### src/rtl/eint_pkg.sv
package eint_pkg;

  localparam int OFS_MODE_BASE = 'h88;
  localparam int OFS_MASK      = 'hA4;
  localparam int OFS_PEND      = 'hA8;
  localparam int MODE_STRIDE   = 4;
  localparam int FIELD_W       = 4;
  localparam int CODE_W        = 3;
  localparam logic [1:0] CFG_EINT = 2'b10;

  typedef logic [CODE_W-1:0] trig_code_t;

  // Codes 1 and 4..7 accept a rising change (4..7 all carry bit 2).
  function automatic logic fires_on_rise(trig_code_t c);
    return (c == 3'd1) || c[2];
  endfunction

  // Codes 1, 4 and 5 reject a falling change; every other code accepts it.
  function automatic logic fires_on_fall(trig_code_t c);
    return !((c == 3'd1) || (c == 3'd4) || (c == 3'd5));
  endfunction

  function automatic logic line_event(logic now, logic was, logic en, trig_code_t c);
    logic rise, fall;
    rise = now && !was;
    fall = !now && was;
    return en && ((rise && fires_on_rise(c)) || (fall && fires_on_fall(c)));
  endfunction

endpackage

### src/rtl/eint_line_detect.sv
module eint_line_detect
  import eint_pkg::*;
(
  input  logic       clk,
  input  logic       rst_n,
  input  logic       pin,
  input  logic [1:0] cfg,
  input  trig_code_t mode,
  output logic       evt,
  output logic       samp,
  output logic       hist
);

  logic samp_q, hist_q;

  always_ff @(posedge clk or negedge rst_n) begin
    if (!rst_n) begin
      samp_q <= 1'b0;
      hist_q <= 1'b0;
    end else begin
      samp_q <= pin;
      hist_q <= samp_q;
    end
  end

  assign evt  = line_event(samp_q, hist_q, cfg == CFG_EINT, mode);
  assign samp = samp_q;
  assign hist = hist_q;

  // An event always comes from a change between the two samples.
  assert_evt_needs_edge_R2: assert property (@(posedge clk) disable iff (!rst_n)
    evt |-> (samp_q != hist_q));

endmodule

### src/rtl/eint_regs.sv
module eint_regs
  import eint_pkg::*;
#(
  parameter int NUM_LINES = 24,
  parameter int NUM_SOLO  = 4,
  parameter int AW        = 8,
  parameter int DW        = 32
) (
  input  logic                              clk,
  input  logic                              rst_n,
  input  logic                              wr_en,
  input  logic [AW-1:0]                     wr_addr,
  input  logic [DW-1:0]                     wr_data,
  input  logic [AW-1:0]                     rd_addr,
  output logic [DW-1:0]                     rd_data,
  input  logic [NUM_LINES-1:0]              evt_v,
  output logic [NUM_LINES-1:0][CODE_W-1:0]  mode_v,
  output logic [NUM_LINES-1:0]              mask_v,
  output logic [NUM_LINES-1:0]              pend_v
);

  localparam int FIELDS = DW / FIELD_W;
  localparam logic [NUM_LINES-1:0] MASK_VALID =
    {{(NUM_LINES-NUM_SOLO){1'b1}}, {NUM_SOLO{1'b0}}};

  logic [NUM_LINES-1:0][CODE_W-1:0] mode_q;
  logic [NUM_LINES-1:0] mask_q, pend_q, pend_nxt, clr_v;
  logic wr_mask, wr_pend;

  assign wr_mask = wr_en && (wr_addr == AW'(OFS_MASK));
  assign wr_pend = wr_en && (wr_addr == AW'(OFS_PEND));
  assign clr_v   = wr_pend ? wr_data[NUM_LINES-1:0] : '0;
  // Set wins over a clear in the same cycle.
  assign pend_nxt = ((pend_q & ~clr_v) | (evt_v & ~mask_q)) & MASK_VALID;

  always_ff @(posedge clk or negedge rst_n) begin
    if (!rst_n) begin
      mode_q <= '0;
      mask_q <= MASK_VALID;
      pend_q <= '0;
    end else begin
      pend_q <= pend_nxt;
      if (wr_mask) mask_q <= wr_data[NUM_LINES-1:0] & MASK_VALID;
      if (wr_en) begin
        for (int l = 0; l < NUM_LINES; l++) begin
          if (wr_addr == AW'(OFS_MODE_BASE + MODE_STRIDE * (l / FIELDS)))
            mode_q[l] <= wr_data[FIELD_W*(l % FIELDS) +: CODE_W];
        end
      end
    end
  end

  always_comb begin
    rd_data = '0;
    for (int l = 0; l < NUM_LINES; l++) begin
      if (rd_addr == AW'(OFS_MODE_BASE + MODE_STRIDE * (l / FIELDS)))
        rd_data[FIELD_W*(l % FIELDS) +: CODE_W] = mode_q[l];
    end
    if (rd_addr == AW'(OFS_MASK)) rd_data[NUM_LINES-1:0] = mask_q;
    if (rd_addr == AW'(OFS_PEND)) rd_data[NUM_LINES-1:0] = pend_q;
  end

  assign mode_v = mode_q;
  assign mask_v = mask_q;
  assign pend_v = pend_q;

  // A bit that was masked and clear cannot become pending one cycle later.
  assert_masked_stays_clear_R6: assert property (@(posedge clk) disable iff (!rst_n)
    (pend_q & $past(mask_q & ~pend_q)) == '0);

  // A written one clears its bit unless an event arrived in that same cycle.
  assert_w1c_clears_R8: assert property (@(posedge clk) disable iff (!rst_n)
    wr_pend |=> ((pend_q & $past(wr_data[NUM_LINES-1:0] & ~evt_v)) == '0));

endmodule

### src/rtl/eint_route.sv
module eint_route #(
  parameter int NUM_LINES = 24,
  parameter int NUM_SOLO  = 4,
  parameter int LINES_A   = 8
) (
  input  logic                 clk,
  input  logic                 rst_n,
  input  logic [NUM_LINES-1:0] evt_v,
  input  logic [NUM_LINES-1:0] mask_v,
  input  logic [NUM_LINES-1:0] pend_v,
  output logic [NUM_SOLO-1:0]  irq_solo,
  output logic                 irq_grp_a,
  output logic                 irq_grp_b
);

  logic [NUM_SOLO-1:0] solo_q;
  logic [NUM_LINES-1:0] live_v;

  always_ff @(posedge clk or negedge rst_n) begin
    if (!rst_n) solo_q <= '0;
    else        solo_q <= evt_v[NUM_SOLO-1:0];
  end

  assign live_v    = pend_v & ~mask_v;
  assign irq_solo  = solo_q;
  assign irq_grp_a = |live_v[LINES_A-1:NUM_SOLO];
  assign irq_grp_b = |live_v[NUM_LINES-1:LINES_A];

  // A shared request needs stored pending state behind it.
  assert_grp_a_has_pend_R10: assert property (@(posedge clk) disable iff (!rst_n)
    irq_grp_a |-> (pend_v[LINES_A-1:NUM_SOLO] != '0));
  assert_grp_b_has_pend_R10: assert property (@(posedge clk) disable iff (!rst_n)
    irq_grp_b |-> (pend_v[NUM_LINES-1:LINES_A] != '0));

endmodule

### src/rtl/eint_ctrl.sv
module eint_ctrl
  import eint_pkg::*;
#(
  parameter int LINES_A  = 8,
  parameter int LINES_B  = 16,
  parameter int NUM_SOLO = 4,
  parameter int AW       = 8,
  parameter int DW       = 32
) (
  input  logic                 clk,
  input  logic                 rst_n,
  input  logic [LINES_A-1:0]   pins_a,
  input  logic [2*LINES_A-1:0] cfg_a,
  input  logic [LINES_B-1:0]   pins_b,
  input  logic [2*LINES_B-1:0] cfg_b,
  input  logic                 wr_en,
  input  logic [AW-1:0]        wr_addr,
  input  logic [DW-1:0]        wr_data,
  input  logic [AW-1:0]        rd_addr,
  output logic [DW-1:0]        rd_data,
  output logic [NUM_SOLO-1:0]  irq_solo,
  output logic                 irq_grp_a,
  output logic                 irq_grp_b
);

  localparam int NUM_LINES = LINES_A + LINES_B;

  logic [NUM_LINES-1:0] pin_v, en_v, evt_v, samp_v, hist_v, chg_v;
  logic [NUM_LINES-1:0] mask_v, pend_v;
  logic [NUM_LINES-1:0][1:0] cfg_v;
  logic [NUM_LINES-1:0][CODE_W-1:0] mode_v;

  for (genvar l = 0; l < NUM_LINES; l++) begin : g_line
    if (l < LINES_A) begin : g_port_a
      assign pin_v[l] = pins_a[l];
      assign cfg_v[l] = cfg_a[2*l +: 2];
    end else begin : g_port_b
      assign pin_v[l] = pins_b[l-LINES_A];
      assign cfg_v[l] = cfg_b[2*(l-LINES_A) +: 2];
    end
    assign en_v[l] = (cfg_v[l] == CFG_EINT);

    eint_line_detect u_det (
      .clk  (clk),
      .rst_n(rst_n),
      .pin  (pin_v[l]),
      .cfg  (cfg_v[l]),
      .mode (mode_v[l]),
      .evt  (evt_v[l]),
      .samp (samp_v[l]),
      .hist (hist_v[l])
    );
  end

  assign chg_v = samp_v ^ hist_v;

  eint_regs #(
    .NUM_LINES(NUM_LINES), .NUM_SOLO(NUM_SOLO), .AW(AW), .DW(DW)
  ) u_regs (
    .clk    (clk),
    .rst_n  (rst_n),
    .wr_en  (wr_en),
    .wr_addr(wr_addr),
    .wr_data(wr_data),
    .rd_addr(rd_addr),
    .rd_data(rd_data),
    .evt_v  (evt_v),
    .mode_v (mode_v),
    .mask_v (mask_v),
    .pend_v (pend_v)
  );

  eint_route #(
    .NUM_LINES(NUM_LINES), .NUM_SOLO(NUM_SOLO), .LINES_A(LINES_A)
  ) u_route (
    .clk      (clk),
    .rst_n    (rst_n),
    .evt_v    (evt_v),
    .mask_v   (mask_v),
    .pend_v   (pend_v),
    .irq_solo (irq_solo),
    .irq_grp_a(irq_grp_a),
    .irq_grp_b(irq_grp_b)
  );

  // A solo pulse needs an enabled line whose samples differed one cycle earlier.
  assert_solo_needs_edge_R1: assert property (@(posedge clk) disable iff (!rst_n)
    (irq_solo & ~$past(chg_v[NUM_SOLO-1:0] & en_v[NUM_SOLO-1:0])) == '0);

endmodule

### config.mk
export PLATFORM = sky130hd
export DESIGN_NAME = eint_ctrl
export DESIGN_NICKNAME = d
export VERILOG_FILES = /design/src/rtl/eint_pkg.sv /design/src/rtl/eint_line_detect.sv /design/src/rtl/eint_regs.sv /design/src/rtl/eint_route.sv /design/src/rtl/eint_ctrl.sv
export SDC_FILE = /design/constraint.sdc
export NUM_CORES = 1
export LEC_CHECK = 0
export BUFFER_PORTS_ARGS = -buffer_cell sky130_fd_sc_hd__buf_2
export CAP_MARGIN = 25
export CELL_PAD_IN_SITES_DETAIL_PLACEMENT = 1
export CELL_PAD_IN_SITES_GLOBAL_PLACEMENT = 1
export CORE_UTILIZATION = 46
export DETAILED_ROUTE_END_ITERATION = 10
export GPL_TIMING_DRIVEN = 1
export PLACE_DENSITY_LB_ADDON = 0.1
export SLEW_MARGIN = 20
export SYNTH_ARGS = -nofsm -noshare
export SYNTH_HDL_FRONTEND = slang
export SYNTH_SLANG_ARGS = --single-unit
### constraint.sdc
create_clock -name clk -period 2.3 [get_ports clk]
set_input_delay 0 -clock clk [delete_from_list [all_inputs] [get_ports clk]]
set_output_delay 0 -clock clk [all_outputs]
set_load 0.1 [all_outputs]
==> results.toml <==
[clock_network]
cts_buffers = 17
htreeDepth = 4
clkSinkCount = 164
worstSkewPairLatency_ps = 430
clk_pin_slew_worst_paths_ps = 70
clockBufferDepth = 2
ctsHoldBuffers = 102
cts_repair_resize_count = 0
cts_root_buf = "sky130_fd_sc_hd__clkbuf_16"
cts_tree = "built"
post-cts-setup-buffers = 0

[cells_and_area]
areaGrowthSynthToFinish_pct = 39.6
fillers = 1679
final_net_count = 1053
mostFrequentLayoutCells = "144 x sky130_fd_sc_hd__dfrtp_1, 138 x sky130_fd_sc_hd__buf_2, 102 x sky130_fd_sc_hd__dlygate4sd3_1"
layout_commonest_cell = "sky130_fd_sc_hd__dfrtp_1"
drive_above_1_share_pct = 35.2
final_cells = 1161

[critical_path]
setup.worst_path.start_class = "register"
cp_slowest_stage_delay_ps = 560
worst-path-stages = 4
reg2regPathDepth = 5
critical_path.reg2reg.startpoint = "u_regs.mode_v[12]"
timing.critical_path.slowest_stage_cell = "sky130_fd_sc_hd__dfstp_2"
critPathKind = "register to output pin"
crit_path_end_kind = "output pin"
timing.critical_path.from = "u_regs.mask_v[14]"
crit_path_cell_trace = "inv_1, a221oi_1, nand4_1, buf_2"
flop2flop_setup_slack_ps = 420
path_buf_inv = 2
maximum_fanout_encountered_on_the_critical_timing_path = 4
worst_ep_arrival_time_ps = 2080
crit_required_ps = 2300
crit_family = "flip-flops"

[die]
dieArea_um2 = 16900
design.core.area_um2 = 15900
start_util_pct = 47.2
die_w_um = 130
rows = 46
die_y_um = 130
ios = 161

[global_routing]
grt_pass1_wl_um = 41000
largest_net_degree_at_the_start_of_global_routing = 93
globalRouteOverflowTotal = 0
groute.usage.overall_pct = 33.1
grt_pass1_vias = 7670
grt_antenna_before_repair = 2

[detailed_routing]
drt_pass1_iterations = 5
drc = 0
wirelength_um = 26000
route.antenna.remaining_nets = 0
avgRoutedWirePerCell_um = 22.4
vias = 6578
via_per_inst = 5.67
1st_iter_drt_viols = 345

[timing]
fin_skew_ps = 10.5
final_min_period_over_clock_period_pct = 90.3
timing.slew.headroom_pct = 61.8
period_minus_slack_ps = 2080
fmax_ghz = 0.481
fin_ws_ps = 223
actual_transition_at_the_worst_max_transition_pin_ps = 573
slew_violations = 0
rsz0062_at_grt = "no"
finalHoldViolations = 0
finalSetupViolations = 0

[flow_run]
max-cap-violations = 0

[power_and_ir_drop]
switching_share_pct = 25.2
design_power_total_w = 0.00682
p_int_w = 0.00510
power_density_nw_per_um2 = 649
p_comb_share_pct = 10.7
max-vdd-ir-drop_uv = 550
p_sw_w = 0.00172
power.sequential.fraction_pct = 46.9
power_share_of_the_clock_group_pct = 42.5
p_leak_nw = 4.68

[synthesis]
synth_area_per_cell_um2 = 11.3
postSynth.asyncResetShare_pct = 100
synthCells = 666
synth-edff-count = 0
yosys_warnings = 0
ys_ff_latch = 164
post_synth_main_area_contributors = "sky130_fd_sc_hd__dfrtp_1 48%, sky130_fd_sc_hd__mux2_2 14%, sky130_fd_sc_hd__dfstp_2 7.0%, sky130_fd_sc_hd__o21ai_0 5.5%, sky130_fd_sc_hd__nor2b_1 4.2%"
post_synth_instance_area_um2 = 7530
synth.distinct_cells = 37
yosys.area.top_type = "sky130_fd_sc_hd__dfrtp_1"
synth_seq_area_share_pct = 54.9
synth_top_flop_cell = "sky130_fd_sc_hd__dfrtp_1"
synth_top_area_share_pct = 47.9

[min_path]
hold_path_class = "input pin to asynchronous set/reset pin"

[place]
dp.final_hpwl_um = 15700
portBuffers = 154
pre_cts_setup_slack_ps = 541
place.detailed.instances = 1025
finalWeightedCongestion = 0.790

[run_status]
status = "finished clean"
[worst register-to-register path: stages, from the launching register on]
cell and delay (ps):
sky130_fd_sc_hd__dfrtp_1 420, sky130_fd_sc_hd__nor2b_1 150, sky130_fd_sc_hd__o21ai_0 160, sky130_fd_sc_hd__o21ai_0 170, sky130_fd_sc_hd__a32o_1 300, sky130_fd_sc_hd__dlygate4sd3_1 570
[final timing paths]
kind / to
worst min-delay path: g_line[2].u_det.samp
worst min register to register: g_line[16].u_det.hist
worst max register to register: u_regs.pend_v[4]
worst max-delay path: irq_grp_b
min in group clk: g_line[9].u_det.samp
max in group asynchronous: u_regs.mode_v[46]
[cell families (layout without fill, tap and decap cells)]
logic type | count (synthesis) | in the layout | share of synthesized area, %
multiplexers | 92 | 92 | 13.8
AND/OR/NAND/NOR | 162 | 162 | 11.6
other | 1 | 5 | 0.0498
AO/OA/AOI/OAI | 186 | 186 | 16.0
flip-flops | 164 | 164 | 54.9
buffers and inverters | 61 | 336 | 3.69
[flip-flops by register name, summed over array words and instances, names as in the netlist]
signal	flops
g_line.u_det.samp	24
u_regs.pend_v	20
u_regs.mask_v	20
g_line.u_det.hist	24
u_route.irq_solo	4
u_regs.mode_v	72
[power groups by stage]
stage               registers, W  logic, W  clock network [W]
floorplan                0.00320  0.000278                  0
global placement         0.00322  0.000534                  0
detailed placement       0.00324  0.000565                  0
CTS                      0.00319  0.000712            0.00294
global route             0.00321  0.000791            0.00304
finish                   0.00320  0.000728            0.00290
[layer usage]
metal / up-vias / share of wire (%) / global-route usage [%] / wire length, um
met5: - / 0.046 / 0 / 12
met4: 2 / 3.1 / 14.2 / 797
met3: 61 / 5.2 / 8.20 / 1350
met2: 217 / 52 / 59.7 / 13600
met1: 3355 / 39 / 37.1 / 10200
li1: 2943 / - / - / -
[layout make-up]
| type | instances | area [um2] | area share (%) |
|---|---|---|---|
| well taps | 216 | 270 | 2.57 |
| flip-flops and latches | 164 | 4130 | 39.3 |
| diodes | 2 | 5.00 | 0.0476 |
| clock buffers | 21 | 470 | 4.48 |
| repair buffers | 274 | 2170 | 20.7 |
| clock inverters | 11 | 129 | 1.23 |
| multi-input cells | 443 | 3220 | 30.6 |
| inverters | 30 | 113 | 1.07 |
[synth_stat cells, types with 2 or more instances]
master,count
sky130_fd_sc_hd__a22oi_1,30
sky130_fd_sc_hd__nor3b_1,3
sky130_fd_sc_hd__a221oi_1,4
sky130_fd_sc_hd__nand2_1,22
sky130_fd_sc_hd__o21ai_0,82
sky130_fd_sc_hd__nor2_1,66
sky130_fd_sc_hd__buf_6,2
sky130_fd_sc_hd__nor3_1,2
sky130_fd_sc_hd__mux2_2,92
sky130_fd_sc_hd__buf_4,7
sky130_fd_sc_hd__a21oi_1,15
sky130_fd_sc_hd__clkbuf_1,16
sky130_fd_sc_hd__nor4b_1,4
sky130_fd_sc_hd__buf_2,6
sky130_fd_sc_hd__a32o_1,20
sky130_fd_sc_hd__dfrtp_1,144
sky130_fd_sc_hd__nor2b_1,50
sky130_fd_sc_hd__a2bb2oi_1,14
sky130_fd_sc_hd__and3b_1,4
sky130_fd_sc_hd__inv_1,30
sky130_fd_sc_hd__o22ai_1,18
sky130_fd_sc_hd__dfstp_2,20
[per-stage QoR]
step / instance area, um2 / hold slack (ps) / utilization (%) / setup TNS [ps]
after floorplan: 7600 / -296 / - / -5080
after global placement: 8880 / -103 / 55.7 / 0
after detailed placement: 8880 / -95.7 / 55.7 / 0
after CTS: 10500 / 19.8 / 65.9 / 0
after global routing: 10500 / 31.5 / 65.9 / 0
final: 10500 / 20.6 / 65.9 / 0
Power figures use the tool's default switching activity.
